File: src/rtl/sseq_pkg.sv
// Shared constants and types for the sensor sequencer.
// Assumes a 5-bit register address space and 16-bit data words.
package sseq_pkg;
    localparam int ADDR_W = 5;
    localparam int WORD_W = 16;
    localparam int STAT_W = 9;

    localparam logic [ADDR_W-1:0] A_MODE  = 5'h0D;
    localparam logic [ADDR_W-1:0] A_STAT  = 5'h06;
    localparam logic [ADDR_W-1:0] A_IDENT = 5'h10;

    localparam logic [WORD_W-1:0] SOFT_RST_CODE = 16'h0020;
    localparam logic [7:0]        IDENT_CODE    = 8'h51;
    localparam logic [1:0]        RS_ERROR      = 2'b11;

    typedef enum logic [2:0] {
        ST_BOOT, ST_SETTLE, ST_IDENT, ST_IDLE,
        ST_SCAN, ST_CMD, ST_STAT, ST_DEAD
    } seq_state_t;

    typedef enum logic [1:0] {
        OP_REGWR = 2'd0, OP_MODE = 2'd1, OP_FILT = 2'd2, OP_RSVD = 2'd3
    } cmd_op_t;
endpackage

File: src/rtl/settle_timer.sv
// Settling timer: counts while enabled and fires in the CYCLES-th enabled cycle.
// Assumes en stays high until fire is seen; dropping en clears the count.
module settle_timer #(
    parameter int CYCLES = 1600000
) (
    input  logic clk,
    input  logic rst_n,
    input  logic en,
    output logic fire
);
    localparam int CW = (CYCLES > 1) ? $clog2(CYCLES) : 1;

    logic [CW-1:0] cnt;

    assign fire = en && (cnt == CW'(CYCLES - 1));

    // Count enabled cycles, restart whenever disabled.
    always_ff @(posedge clk) begin
        if (!rst_n)     cnt <= '0;
        else if (!en)   cnt <= '0;
        else if (!fire) cnt <= cnt + 1'b1;
    end
endmodule

File: src/rtl/chan_pick.sv
// Lowest-index picker over the pending channel mask.
// Outputs a one-hot grant and its binary index; pure combinational.
module chan_pick #(
    parameter int N = 4
) (
    input  logic [N-1:0]                      pend,
    output logic [N-1:0]                      grant,
    output logic [((N > 1) ? $clog2(N) : 1)-1:0] idx
);
    localparam int IW = (N > 1) ? $clog2(N) : 1;

    logic [N:0] seen;
    assign seen[0] = 1'b0;

    // Priority chain: a bit wins only if no lower bit is pending.
    for (genvar g = 0; g < N; g++) begin : g_chain
        assign grant[g]    = pend[g] & ~seen[g];
        assign seen[g + 1] = seen[g] | pend[g];
    end

    // Encode the winning position.
    always_comb begin
        idx = '0;
        for (int i = 0; i < N; i++)
            if (grant[i]) idx = IW'(i);
    end
endmodule

File: src/rtl/sensor_seq.sv
// Sensor startup and sampling sequencer.
// Runs reset/settle/identity startup, then scans enabled channels per trigger,
// executes configuration commands and recovers from error returns by a status read.
// Assumes the transactor holds xact_done high for exactly one cycle per request.
module sensor_seq
    import sseq_pkg::*;
#(
    parameter int N_CH      = 4,
    parameter int CH_BASE   = 1,
    parameter int CLK_KHZ   = 100000,
    parameter int SETTLE_MS = 16,
    parameter int OVR_W     = 8
) (
    input  logic                  clk,
    input  logic                  rst_n,
    input  logic                  trig,
    input  logic [N_CH-1:0]       chan_en,
    input  logic                  cmd_valid,
    input  logic [1:0]            cmd_op,
    input  logic [7:0]            cmd_addr,
    input  logic [15:0]           cmd_data,
    output logic                  cmd_done,
    output logic                  cmd_rej,
    output logic                  xact_req,
    output logic                  xact_wr,
    output logic [4:0]            xact_addr,
    output logic [15:0]           xact_wdata,
    input  logic                  xact_done,
    input  logic [1:0]            xact_rs,
    input  logic [15:0]           xact_rdata,
    input  logic                  xact_crc_err,
    output logic                  init_ok,
    output logic                  init_fail,
    output logic                  smp_valid,
    output logic [16*N_CH-1:0]    smp_data,
    output logic                  err_valid,
    output logic [8:0]            err_status,
    output logic [OVR_W-1:0]      overrun_cnt
);
    localparam int WAIT_CYC = CLK_KHZ * SETTLE_MS;
    localparam int IW       = (N_CH > 1) ? $clog2(N_CH) : 1;

    seq_state_t                    state;
    logic [N_CH-1:0]               pend;
    logic [N_CH-1:0]               grant;
    logic [IW-1:0]                 idx;
    logic [N_CH-1:0][WORD_W-1:0]   smp_q;
    logic [1:0]                    mode_q;
    logic [ADDR_W-1:0]             cmd_tgt_q;
    logic [WORD_W-1:0]             cmd_wd_q;
    logic                          settle_fire;

    // Command decode results
    cmd_op_t                       op;
    logic                          cmd_ok;
    logic [ADDR_W-1:0]             cmd_tgt;
    logic [WORD_W-1:0]             cmd_wd;

    // Response classification
    logic                          rsp_crc, rsp_err, rsp_good, busy;
    logic [N_CH-1:0]               pend_next;

    settle_timer #(.CYCLES(WAIT_CYC)) u_timer (
        .clk   (clk),
        .rst_n (rst_n),
        .en    (state == ST_SETTLE),
        .fire  (settle_fire)
    );

    chan_pick #(.N(N_CH)) u_pick (
        .pend  (pend),
        .grant (grant),
        .idx   (idx)
    );

    assign rsp_crc   = xact_crc_err;
    assign rsp_err   = !xact_crc_err && (xact_rs == RS_ERROR);
    assign rsp_good  = !xact_crc_err && (xact_rs != RS_ERROR);
    assign busy      = (state != ST_IDLE) && (state != ST_DEAD);
    assign pend_next = pend & ~grant;
    assign op        = cmd_op_t'(cmd_op);
    assign smp_data  = smp_q;

    // Drive the transactor request fields from the current state.
    always_comb begin
        xact_req   = 1'b0;
        xact_wr    = 1'b0;
        xact_addr  = '0;
        xact_wdata = '0;
        case (state)
            ST_BOOT:  begin xact_req = 1'b1; xact_wr = 1'b1; xact_addr = A_MODE; xact_wdata = SOFT_RST_CODE; end
            ST_IDENT: begin xact_req = 1'b1; xact_addr = A_IDENT; end
            ST_SCAN:  begin xact_req = 1'b1; xact_addr = ADDR_W'(CH_BASE + int'(idx)); end
            ST_CMD:   begin xact_req = 1'b1; xact_wr = 1'b1; xact_addr = cmd_tgt_q; xact_wdata = cmd_wd_q; end
            ST_STAT:  begin xact_req = 1'b1; xact_addr = A_STAT; end
            default:  ;
        endcase
    end

    // Decide whether the presented command is allowed and what it writes.
    always_comb begin
        cmd_ok  = 1'b0;
        cmd_tgt = cmd_addr[ADDR_W-1:0];
        cmd_wd  = cmd_data;
        case (op)
            OP_REGWR: cmd_ok = (cmd_addr <= 8'h1F);
            OP_MODE: begin
                cmd_tgt = A_MODE;
                cmd_ok  = (cmd_data <= 16'd3);
            end
            OP_FILT: begin
                cmd_tgt = A_MODE;
                cmd_wd  = cmd_data[0] ? 16'd3 : 16'd2;
                cmd_ok  = cmd_data[0] ? (mode_q == 2'd2) : (mode_q == 2'd3);
            end
            default: cmd_ok = 1'b0;
        endcase
    end

    // Main sequencer: state transitions, records, flags and pulses.
    always_ff @(posedge clk) begin
        if (!rst_n) begin
            state      <= ST_BOOT;
            pend       <= '0;
            smp_q      <= '0;
            mode_q     <= 2'd0;
            cmd_tgt_q  <= '0;
            cmd_wd_q   <= '0;
            init_ok    <= 1'b0;
            init_fail  <= 1'b0;
            smp_valid  <= 1'b0;
            err_valid  <= 1'b0;
            err_status <= '0;
            cmd_done   <= 1'b0;
            cmd_rej    <= 1'b0;
        end else begin
            smp_valid <= 1'b0;
            err_valid <= 1'b0;
            cmd_done  <= 1'b0;
            cmd_rej   <= 1'b0;
            case (state)
                ST_BOOT: if (xact_done) begin
                    if (rsp_crc) begin
                        init_fail <= 1'b1;
                        state     <= ST_DEAD;
                    end else begin
                        state <= ST_SETTLE;
                    end
                end
                ST_SETTLE: if (settle_fire) state <= ST_IDENT;
                ST_IDENT: if (xact_done) begin
                    if (rsp_good && xact_rdata[7:0] == IDENT_CODE) begin
                        init_ok <= 1'b1;
                        state   <= ST_IDLE;
                    end else begin
                        init_fail <= 1'b1;
                        state     <= ST_DEAD;
                    end
                end
                ST_IDLE: begin
                    if (trig && chan_en != '0) begin
                        pend  <= chan_en;
                        smp_q <= '0;
                        state <= ST_SCAN;
                    end else if (cmd_valid) begin
                        if (cmd_ok) begin
                            cmd_tgt_q <= cmd_tgt;
                            cmd_wd_q  <= cmd_wd;
                            state     <= ST_CMD;
                        end else begin
                            cmd_rej <= 1'b1;
                        end
                    end
                end
                ST_SCAN: if (xact_done) begin
                    if (rsp_crc) begin
                        state <= ST_IDLE;
                    end else if (rsp_err) begin
                        state <= ST_STAT;
                    end else begin
                        for (int i = 0; i < N_CH; i++)
                            if (grant[i]) smp_q[i] <= xact_rdata;
                        pend <= pend_next;
                        if (pend_next == '0) begin
                            smp_valid <= 1'b1;
                            state     <= ST_IDLE;
                        end
                    end
                end
                ST_CMD: if (xact_done) begin
                    cmd_done <= 1'b1;
                    if (rsp_err) begin
                        state <= ST_STAT;
                    end else begin
                        if (rsp_good && cmd_tgt_q == A_MODE && cmd_wd_q <= 16'd3)
                            mode_q <= cmd_wd_q[1:0];
                        state <= ST_IDLE;
                    end
                end
                ST_STAT: if (xact_done) begin
                    err_valid  <= 1'b1;
                    err_status <= xact_rdata[STAT_W-1:0];
                    state      <= ST_IDLE;
                end
                default: state <= ST_DEAD;
            endcase
        end
    end

    // Count triggers that arrive while the sequencer is occupied; saturate.
    always_ff @(posedge clk) begin
        if (!rst_n)
            overrun_cnt <= '0;
        else if (trig && busy && overrun_cnt != {OVR_W{1'b1}})
            overrun_cnt <= overrun_cnt + 1'b1;
    end

    // ready and failed indications never coexist
    a_r3_ok_fail_exclusive: assert property (@(posedge clk) disable iff (!rst_n)
        !(init_ok && init_fail));

    // the overrun count never goes down
    a_r7_overrun_monotonic: assert property (@(posedge clk) disable iff (!rst_n)
        overrun_cnt >= $past(overrun_cnt));

    // a record strobe and an error report never share a cycle
    a_r5_sample_or_error: assert property (@(posedge clk) disable iff (!rst_n)
        !(smp_valid && err_valid));

    // the picker grants at most one channel at a time
    a_r4_grant_onehot: assert property (@(posedge clk) disable iff (!rst_n)
        $onehot0(grant));

    // a request stays up with a steady target until it is completed
    a_r8_req_held: assert property (@(posedge clk) disable iff (!rst_n)
        (xact_req && !xact_done) |=> (xact_req && $stable(xact_addr) && $stable(xact_wr)));
endmodule

File: config.mk
export PLATFORM = sky130hd
export DESIGN_NAME = sensor_seq
export DESIGN_NICKNAME = d
export VERILOG_FILES = /design/src/rtl/sseq_pkg.sv /design/src/rtl/settle_timer.sv /design/src/rtl/chan_pick.sv /design/src/rtl/sensor_seq.sv
export SDC_FILE = /design/constraint.sdc
export NUM_CORES = 1
export LEC_CHECK = 0
export ABC_CLOCK_PERIOD_IN_PS = 6200
export BUFFER_PORTS_ARGS = -buffer_cell sky130_fd_sc_hd__clkbuf_2
export CAP_MARGIN = 10
export CORE_UTILIZATION = 59
export CTS_BUF_LIST = sky130_fd_sc_hd__clkbuf_8
export DETAILED_ROUTE_END_ITERATION = 7
export PLACE_DENSITY = 0.95
export RECOVER_POWER = 25
export SYNTH_ARGS = -nofsm -noshare
export SYNTH_HDL_FRONTEND = slang
export SYNTH_SLANG_ARGS = --single-unit
export TNS_END_PERCENT = 10
File: constraint.sdc
create_clock -name clk -period 6.2 [get_ports clk]
set_clock_uncertainty 0.05 [all_clocks]
set_input_delay 1.86 -clock clk [delete_from_list [all_inputs] [get_ports clk]]
set_output_delay 1.86 -clock clk [all_outputs]
set_load 0.005 [all_outputs]
==> flow_metrics.py, run 1 <==
metrics = {
    "sta": {
        "tightest_slew_ps": 3820,
        "fin_crit_sh": 0.797,
        "finalSetupTns_ps": 0,
        "max_slew_margin": -1.55,
        "drv_slew": 118,
        "finalWorstSetupSlack_ps": 1260,
        "period_minus_slack_ps": 4940,
        "setup_viol_count_final": 0,
        "rsz0062_at_grt": "false",
        "whs_ps": 415,
        "fmax_mhz": 202,
        "hold_violations": 0,
    },
    "global_route": {
        "overflow": 0,
        "grt_pass1_vias": 5402,
        "antenna_found_initial": 0,
        "track_usage": 0.302,
        "grt_max_degree": 118,
        "grt_pass1_wl_um": 26800,
    },
    "clock_tree": {
        "clk_pin_slew_worst_paths_ps": 90,
        "cts_tree": "done",
        "clock_sinks": 138,
        "clkLatencyLatePin_ps": 450,
        "cts-root-buf": "clkbuf_8",
        "cts_resized": 0,
        "holdBufCountCts": 0,
        "cts_made_buffers": 17,
        "htree_num_levels": 4,
        "cts_setup_buffers": 0,
        "clockBufferDepth": 2,
    },
    "yosys": {
        "yosysUniqueCellTypes": 63,
        "netlist_instances": 680,
        "yosysSeqAreaShare": 0.430,
        "synth_edf_count": 0,
        "syn_area_per_cell_um2": 9.45,
        "ys.warnings.count": 0,
        "ys_ff_latch": 138,
        "ys.flop_type": "dfxtp_1",
        "syn_nets": 740,
        "synth_area_um2": 6420,
        "synthArstFlopShare": 0,
    },
    "placed_design": {
        "post-dp-hpwl_um": 11300,
        "dp_slack_ps": 2080,
        "placed_area_um2": 7220,
        "numPortBuffers": 163,
        "dp_cells": 942,
        "gp_congestion": 0.870,
    },
    "detailed_routing": {
        "num_vias": 5731,
        "avgViaCountPerCell": 5.88,
        "postRouteAntennaNets": 0,
        "drtIter0Drc": 468,
        "routed_wl_um": 16900,
        "drt-wirelength-per-cell_um": 17.4,
        "drt_first_pass_iters": 6,
        "remaining_drc_errors": 0,
    },
    "outcome": {
        "status": "finished with violations",
        "violations": "capacitance limit, slew limit",
    },
    "critical_path": {
        "critical_path.slowest_cell": "clkbuf_1",
        "startpoint_type": "input port",
        "required_ps": 6520,
        "max_stage_delay_ps": 2710,
        "worstSetupPathType": "in2reg",
        "path_max_fanout": 117,
        "crit_path_cell_trace": "clkbuf_1 -> clkbuf_1 -> o31ai_1 -> nor2_1",
        "crit_top_cell": "clkbuf_1",
        "end_kind": "flip-flop",
        "crit_arrival_ps": 5260,
    },
    "power": {
        "power_density_nw_per_um2": 248,
        "p_total_mw": 1.89,
        "p_leak_nw": 2.93,
        "vdd_drop_max_mv": 0.164,
    },
    "cells_and_area": {
        "multiInputGateArea_um2": 3410,
        "seqCellArea_um2": 2760,
        "finalNonFillerCells": 974,
        "drive_above_1_share": 0.237,
        "fin_area_um2": 7610,
        "fin_nets": 885,
        "fillers": 723,
        "area_delta_synth_final_pct": 18.5,
        "post-route-util": 0.728,
        "num_antenna_cells": 0,
    },
    "floorplan": {
        "die_x_um": 106,
        "core_um2": 10500,
        "ios": 164,
        "rows": 37,
        "die_h_um": 106,
        "die-area_um2": 11300,
        "start_util": 0.614,
    },
    "job": {
        "cap_violations": 1,
    },
    "worst_hold_path": {
        "min_path_type": "reg2reg",
    },
}
-- state kept, by name (all words and copies together), names as in the netlist --
signal and flops:
overrun_cnt 8, state 3, cmd_rej 1, cmd_wd_q 16
cmd_done 1, err_valid 1, smp_data 64, cmd_tgt_q 5
mode_q 2, init_ok 1, smp_valid 1, err_status 9
pend 4, u_timer.cnt 21, init_fail 1
-- cells in the mapped netlist, types with 6 or more instances --
master	n	area (um^2)
a21boi_1	8	60.1
dfxtp_1	138	2760
mux2i_1	68	681
inv_1	12	45.0
ha_1	6	75.1
nor4_1	6	37.5
nor2_1	38	143
o21ai_0	8	40.0
and2_1	26	163
nor2b_1	72	450
nand3_1	19	95.1
nor3_1	12	60.1
nand2_1	53	199
xnor2_1	13	114
a21oi_1	16	80.1
and3_1	24	150
xor2_1	13	114
a21boi_0	21	158
nand4_1	9	56.3
clkbuf_1	27	101
nand3b_1	16	120
-- path summary, 6_finish.rpt --
path	from	endpoint	cells after the start	slack, ps
max	rst_n	state[0]	4	1260
min	err_status[7]	err_status[7]	2	410
max reg2reg	state[2]	smp_data[27]	5	2850
min reg2reg	err_status[7]	err_status[7]	2	410
-- power by group --
group	switching [mW]	internal, mW
combinational	0.137	0.0971
sequential	0.0303	0.899
clock	0.421	0.307
-- logic make-up after synthesis --
| family | after synthesis | synth area share |
|---|---|---|
| simple gates | 307 | 0.285 |
| flops | 138 | 0.430 |
| compound gates | 84 | 0.0937 |
| mux | 68 | 0.106 |
| buf+inv | 51 | 0.0380 |
| xor+xnor | 26 | 0.0354 |
| fa+ha+maj | 6 | 0.0117 |
-- critical path: cells and delay by family --
kind	cells	cell delay, ps
compound gates	1	340
simple gates	1	200
buf+inv	2	2840
-- metal layers --
layer	part of all wire	global-route usage	vias to the layer above
met2	0.49	0.501	288
li1	-	-	2656
met1	0.40	0.362	2722
met3	0.073	0.0625	65
met5	0	0	-
met4	0.044	0.169	0
-- layout make-up --
type / count / area share
inverter: 13 / 0.00641
clock buffer: 17 / 0.0307
multi-input combinational: 491 / 0.448
sequential: 138 / 0.363
clock inverter: 15 / 0.0232
tap: 136 / 0.0224
timing repair buffer: 164 / 0.106
-- cell usage in the layout, fill, tap and decap left out, types with 4 or more instances in the layout --
cell,netlist,final
mux2i_1,68,68
inv_1,12,12
dfxtp_1,138,138
nand3_1,19,19
a21oi_1,16,16
o21ai_0,8,8
nor4_1,6,6
and2_1,26,23
nor3b_1,4,5
a31oi_1,5,5
nor2_1,38,38
xnor2_1,13,13
and3_1,24,24
nand3b_1,16,16
nand2_1,53,53
clkinv_8,0,5
a211oi_1,5,5
a21boi_0,21,25
nor2_8,4,4
nor4b_1,4,4
ha_1,6,6
nor3_1,12,12
nor2b_1,72,72
nand4_1,9,9
a21boi_1,8,4
clkbuf_2,0,154
xor2_1,13,13
inv_8,0,4
clkbuf_1,27,10
clkbuf_8,0,17
Power figures use the tool's default switching activity.
==> run 2, diff against run 1 <==
ABC_CLOCK_PERIOD_IN_PS = 4600   (was 6200)
CORE_UTILIZATION = 55   (was 59)
PLACE_DENSITY = 0.93   (was 0.95)
clock period = 4.6 ns   (was 6.2 ns; I/O delays follow)
==> run 2 against run 1 <==
  * The flow still finishes with violations (capacitance limit, slew limit)
  * Global-route usage is 4.2 points lower
  * Non-clock buffer count is 3 higher
  * Worst hold slack gained 5.3 ps
  * Via count fell by 3.3%
  * Routed wire length shrank 6.4%
  * Combinational power is 41% higher
  * Sequential power increased by 33%
  * Sequential cell count unchanged
  * Die area grew 7.1%
  * Design area increased by 0.61%
  * Clock power increased by 44%
  * Cell count is 1.0% higher
  * Critical endpoint is now xact_addr[4]
==> flow_metrics.py, run 2 (synthesized netlist as in run 1, its figures left out) <==
metrics = {
    "floorplan": {
        "start_util": 0.563,
        "ios": 164,
        "die-area_um2": 12100,
        "rows": 39,
        "core_um2": 11400,
        "die_h_um": 110,
        "die_x_um": 110,
    },
    "global_route": {
        "grt_pass1_vias": 5024,
        "antenna_found_initial": 0,
        "overflow": 0,
        "grt_pass1_wl_um": 24100,
        "grt_max_degree": 62,
        "track_usage": 0.260,
    },
    "detailed_routing": {
        "avgViaCountPerCell": 5.63,
        "postRouteAntennaNets": 0,
        "drt-wirelength-per-cell_um": 16.1,
        "drt_first_pass_iters": 5,
        "drtIter0Drc": 473,
        "num_vias": 5541,
        "remaining_drc_errors": 0,
        "routed_wl_um": 15800,
    },
    "worst_hold_path": {
        "min_path_type": "reg2reg",
    },
    "clock_tree": {
        "cts_resized": 0,
        "cts_made_buffers": 17,
        "holdBufCountCts": 0,
        "cts_tree": "done",
        "cts_setup_buffers": 0,
        "clkLatencyLatePin_ps": 460,
        "htree_num_levels": 4,
        "cts-root-buf": "clkbuf_8",
        "clk_pin_slew_worst_paths_ps": 90,
        "clock_sinks": 138,
        "clockBufferDepth": 2,
    },
    "cells_and_area": {
        "fin_nets": 888,
        "num_antenna_cells": 0,
        "drive_above_1_share": 0.234,
        "seqCellArea_um2": 2760,
        "post-route-util": 0.671,
        "largest_reg_flops": 64,
        "area_delta_synth_final_pct": 19.2,
        "finalNonFillerCells": 984,
        "final_common_cell": "clkbuf_2",
        "fillers": 857,
        "multiInputGateArea_um2": 3420,
        "final_cell_mix": "clkbuf_2, dfxtp_1, nor2b_1",
    },
    "power": {
        "vdd_drop_max_mv": 0.335,
        "p_leak_nw": 2.94,
        "power_density_nw_per_um2": 342,
    },
    "placed_design": {
        "gp_congestion": 0.889,
        "dp_slack_ps": 1020,
        "numPortBuffers": 163,
        "post-dp-hpwl_um": 10900,
        "dp_cells": 952,
    },
    "critical_path": {
        "cp-endpoint": "xact_addr[4]",
        "reg2reg_from": "state[0]",
        "crit_arrival_ps": 2350,
        "startpoint_type": "flip-flop",
        "r2r-end": "cmd_tgt_q[2]",
        "worstSetupPathType": "reg2out",
        "regToRegSetupSlack_ps": 1800,
        "startpoint": "state[0]",
        "r2r_cells": 5,
        "critical_path.slowest_cell": "dfxtp_1",
        "required_ps": 3170,
        "max_stage_delay_ps": 800,
        "crit_path_cell_trace": "and2b_1 -> and2_0 -> a22o_1 -> clkbuf_2",
        "path_max_fanout": 20,
        "end_kind": "primary output",
    },
    "sta": {
        "fmax_mhz": 264,
        "finalSetupTns_ps": 0,
        "rsz0062_at_grt": "false",
        "drv_slew": 108,
        "whs_ps": 420,
        "max_slew_margin": -0.338,
        "tightest_slew_ps": 2010,
        "period_minus_slack_ps": 3780,
        "fin_crit_sh": 0.822,
        "finalWorstSetupSlack_ps": 817,
        "hold_violations": 0,
        "setup_viol_count_final": 0,
    },
    "outcome": {
        "status": "finished with violations",
        "violations": "capacitance limit, slew limit",
    },
    "job": {
        "cap_violations": 2,
    },
}
## run 2: worst min path at each step
| stage | cells after the start | startpoint | end |
|---|---|---|---|
| 2_1_floorplan | 2 | cmd_wd_q[3] | cmd_wd_q[3] |
| 3_3_place_gp | 2 | err_status[1] | err_status[1] |
| 3_5_place_dp | 2 | err_status[5] | err_status[5] |
| 4_1_cts | 2 | err_status[5] | err_status[5] |
| 5_1_grt | 1 | init_ok | init_ok |
| 6_report | 1 | init_ok | init_ok |
## run 2: critical path, delay by kind of cell (launching register included)
kind                   cells  cell delay, ps
AOI/OAI and AO/OA          1             160
buffers and inverters      1             120
DFF                        1             800
and+or+nand+nor            2             810
## run 2: layout make-up
type,count,share of cell area
Sequential cell,138,0.361
Inverter,13,0.00637
Tap cell,143,0.0234
Multi-Input combinational cell,491,0.446
Clock inverter,15,0.0256
Clock buffer,17,0.0305
Timing Repair Buffer,167,0.107
## run 2: layer usage
metal / up-vias / track usage / wire length [um]
li1: 2662 / - / -
met1: 2610 / 0.322 / 6720
met2: 235 / 0.421 / 7500
met3: 34 / 0.0717 / 1220
met4: 0 / 0.111 / 403
met5: - / 0 / 0
## run 2: metrics by stage
stage               cell area (um^2)  power (mW)
floorplan                       6420        1.49
global placement                7250        1.59
detailed placement              7250        1.59
CTS                             7680        2.63
global route                    7660        2.72
finish                          7660        2.62
## run 2: power breakdown
| group | switching (mW) | internal, mW | leakage, nW |
|---|---|---|---|
| combinational | 0.199 | 0.132 | 1.61 |
| sequential | 0.0264 | 1.21 | 1.11 |
| clock | 0.542 | 0.513 | 0.218 |
| total | 0.767 | 1.86 | 2.94 |
==> run 3, diff against run 2 <==
ABC_CLOCK_PERIOD_IN_PS = 3270   (was 4600)
CORE_UTILIZATION = 50   (was 55)
PLACE_DENSITY = 0.9   (was 0.93)
clock period = 3.27 ns   (was 4.6 ns; I/O delays follow)
==> run 3 against run 2 <==
  * The flow still finishes with violations (capacitance limit, slew limit)
  * Register-to-register slack worse by 1100 ps
  * Critical endpoint unchanged
  * Highest routed layer unchanged
  * Sequential share of layout area is 0.082 points lower
  * Die area is 9.8% higher
  * Design area is 0.23% higher
  * First-iteration DRC count is 15% lower
  * Clock-buffer cell count is 2 higher
  * Sequential cell count stayed put
  * Critical path type unchanged
  * Total power is 40% higher
  * Critical path depth stayed put
  * Setup slack worse by 470 ps
==> flow_metrics.py, run 3 (synthesized netlist as in run 1, its figures left out) <==
metrics = {
    "outcome": {
        "status": "finished with violations",
        "violations": "capacitance limit, slew limit",
    },
    "sta": {
        "period_minus_slack_ps": 2920,
        "tightest_slew_ps": 1730,
        "max_slew_margin": -0.164,
        "hold_violations": 0,
        "setup_viol_count_final": 0,
        "fmax_mhz": 343,
        "rsz0062_at_grt": "false",
        "whs_ps": 407,
        "fin_crit_sh": 0.893,
        "drv_slew": 11,
        "finalSetupTns_ps": 0,
    },
    "floorplan": {
        "die_h_um": 115,
        "die-area_um2": 13300,
        "rows": 41,
        "die_x_um": 115,
        "ios": 164,
        "core_um2": 12600,
        "start_util": 0.511,
    },
    "global_route": {
        "grt_pass1_vias": 5010,
        "antenna_found_initial": 0,
        "overflow": 0,
        "grt_pass1_wl_um": 24500,
        "track_usage": 0.237,
        "grt_max_degree": 118,
    },
    "clock_tree": {
        "clk_pin_slew_worst_paths_ps": 80,
        "cts-root-buf": "clkbuf_8",
        "clock_sinks": 138,
        "holdBufCountCts": 0,
        "cts_tree": "done",
        "cts_resized": 0,
        "cts_made_buffers": 17,
        "htree_num_levels": 4,
        "clockBufferDepth": 2,
        "cts_setup_buffers": 0,
        "clkLatencyLatePin_ps": 460,
    },
    "critical_path": {
        "regToRegSetupSlack_ps": 690,
        "startpoint_type": "flip-flop",
        "reg2reg_from": "state[1]",
        "path_max_fanout": 18,
        "end_kind": "primary output",
        "r2r_cells": 5,
        "required_ps": 2240,
        "r2r-end": "err_status[8]",
        "startpoint": "state[1]",
        "worstSetupPathType": "reg2out",
        "crit_arrival_ps": 1890,
    },
    "detailed_routing": {
        "num_vias": 5485,
        "remaining_drc_errors": 0,
        "drt-wirelength-per-cell_um": 15.6,
        "drt_first_pass_iters": 5,
        "drtIter0Drc": 401,
        "avgViaCountPerCell": 5.40,
        "routed_wl_um": 15900,
        "postRouteAntennaNets": 0,
    },
    "power": {
        "p_leak_nw": 2.89,
        "vdd_drop_max_mv": 0.266,
        "power_density_nw_per_um2": 477,
        "p_total_mw": 3.66,
    },
    "cells_and_area": {
        "final_cell_mix": "dfxtp_1, clkbuf_2, nor2b_1",
        "num_antenna_cells": 0,
        "largest_reg_flops": 64,
        "final_common_cell": "dfxtp_1",
        "fin_nets": 891,
        "area_delta_synth_final_pct": 19.5,
        "drive_above_1_share": 0.212,
    },
    "placed_design": {
        "post-dp-hpwl_um": 11100,
        "numPortBuffers": 163,
        "gp_congestion": 0.851,
    },
    "worst_hold_path": {
        "hold_start": "err_status[1]",
        "min_path_type": "reg2reg",
        "worstHoldEndpoint": "err_status[1]",
        "min_path_cells": 2,
    },
    "job": {
        "cap_violations": 1,
    },
}
-- run 3: area by class of cell --
type | count | area (um^2)
Tap cell | 172 | 215
Clock buffer | 19 | 262
Multi-Input combinational cell | 491 | 3390
Fill cell | 1031 | 4890
Timing Repair Buffer | 170 | 838
Inverter | 13 | 48.8
Clock inverter | 13 | 156
Sequential cell | 138 | 2760
-- run 3: layer usage --
layer	part of all wire	track usage	vias to the layer above
li1	-	-	2658
met1	0.45	0.292	2634
met2	0.48	0.390	160
met3	0.051	0.0627	33
met4	0.022	0.102	0
met5	0	0	-
-- run 3: worst max-delay path: stages (launching register included) --
cell and delay (ps):
dfxtp_1 310, and2b_1 520, and2_0 290, a22o_1 190, clkbuf_2 110
-- run 3: how the worst max path moves through the flow --
stage | end | slack [ps]
after floorplan | state[1] | 760
after global placement | state[1] | 430
after detailed placement | state[1] | 390
after CTS | xact_addr[4] | 380
after global routing | xact_addr[4] | 270
final | xact_addr[4] | 350
-- run 3: per-stage QoR --
stage	setup slack, ps	utilization	cell area (um^2)	std cells
after floorplan	759	-	6420	680
after global placement	425	0.583	7330	984
after detailed placement	391	0.583	7330	984
after CTS	378	0.616	7740	1016
after global routing	273	0.611	7680	1016
final	351	0.611	7680	1016
-- run 3: power by group --
part / internal (mW) / total, mW / switching [mW]
clock network: 0.739 / 1.46 / 0.717
logic: 0.189 / 0.486 / 0.297
registers: 1.70 / 1.72 / 0.0180
total: 2.63 / 3.66 / 1.03
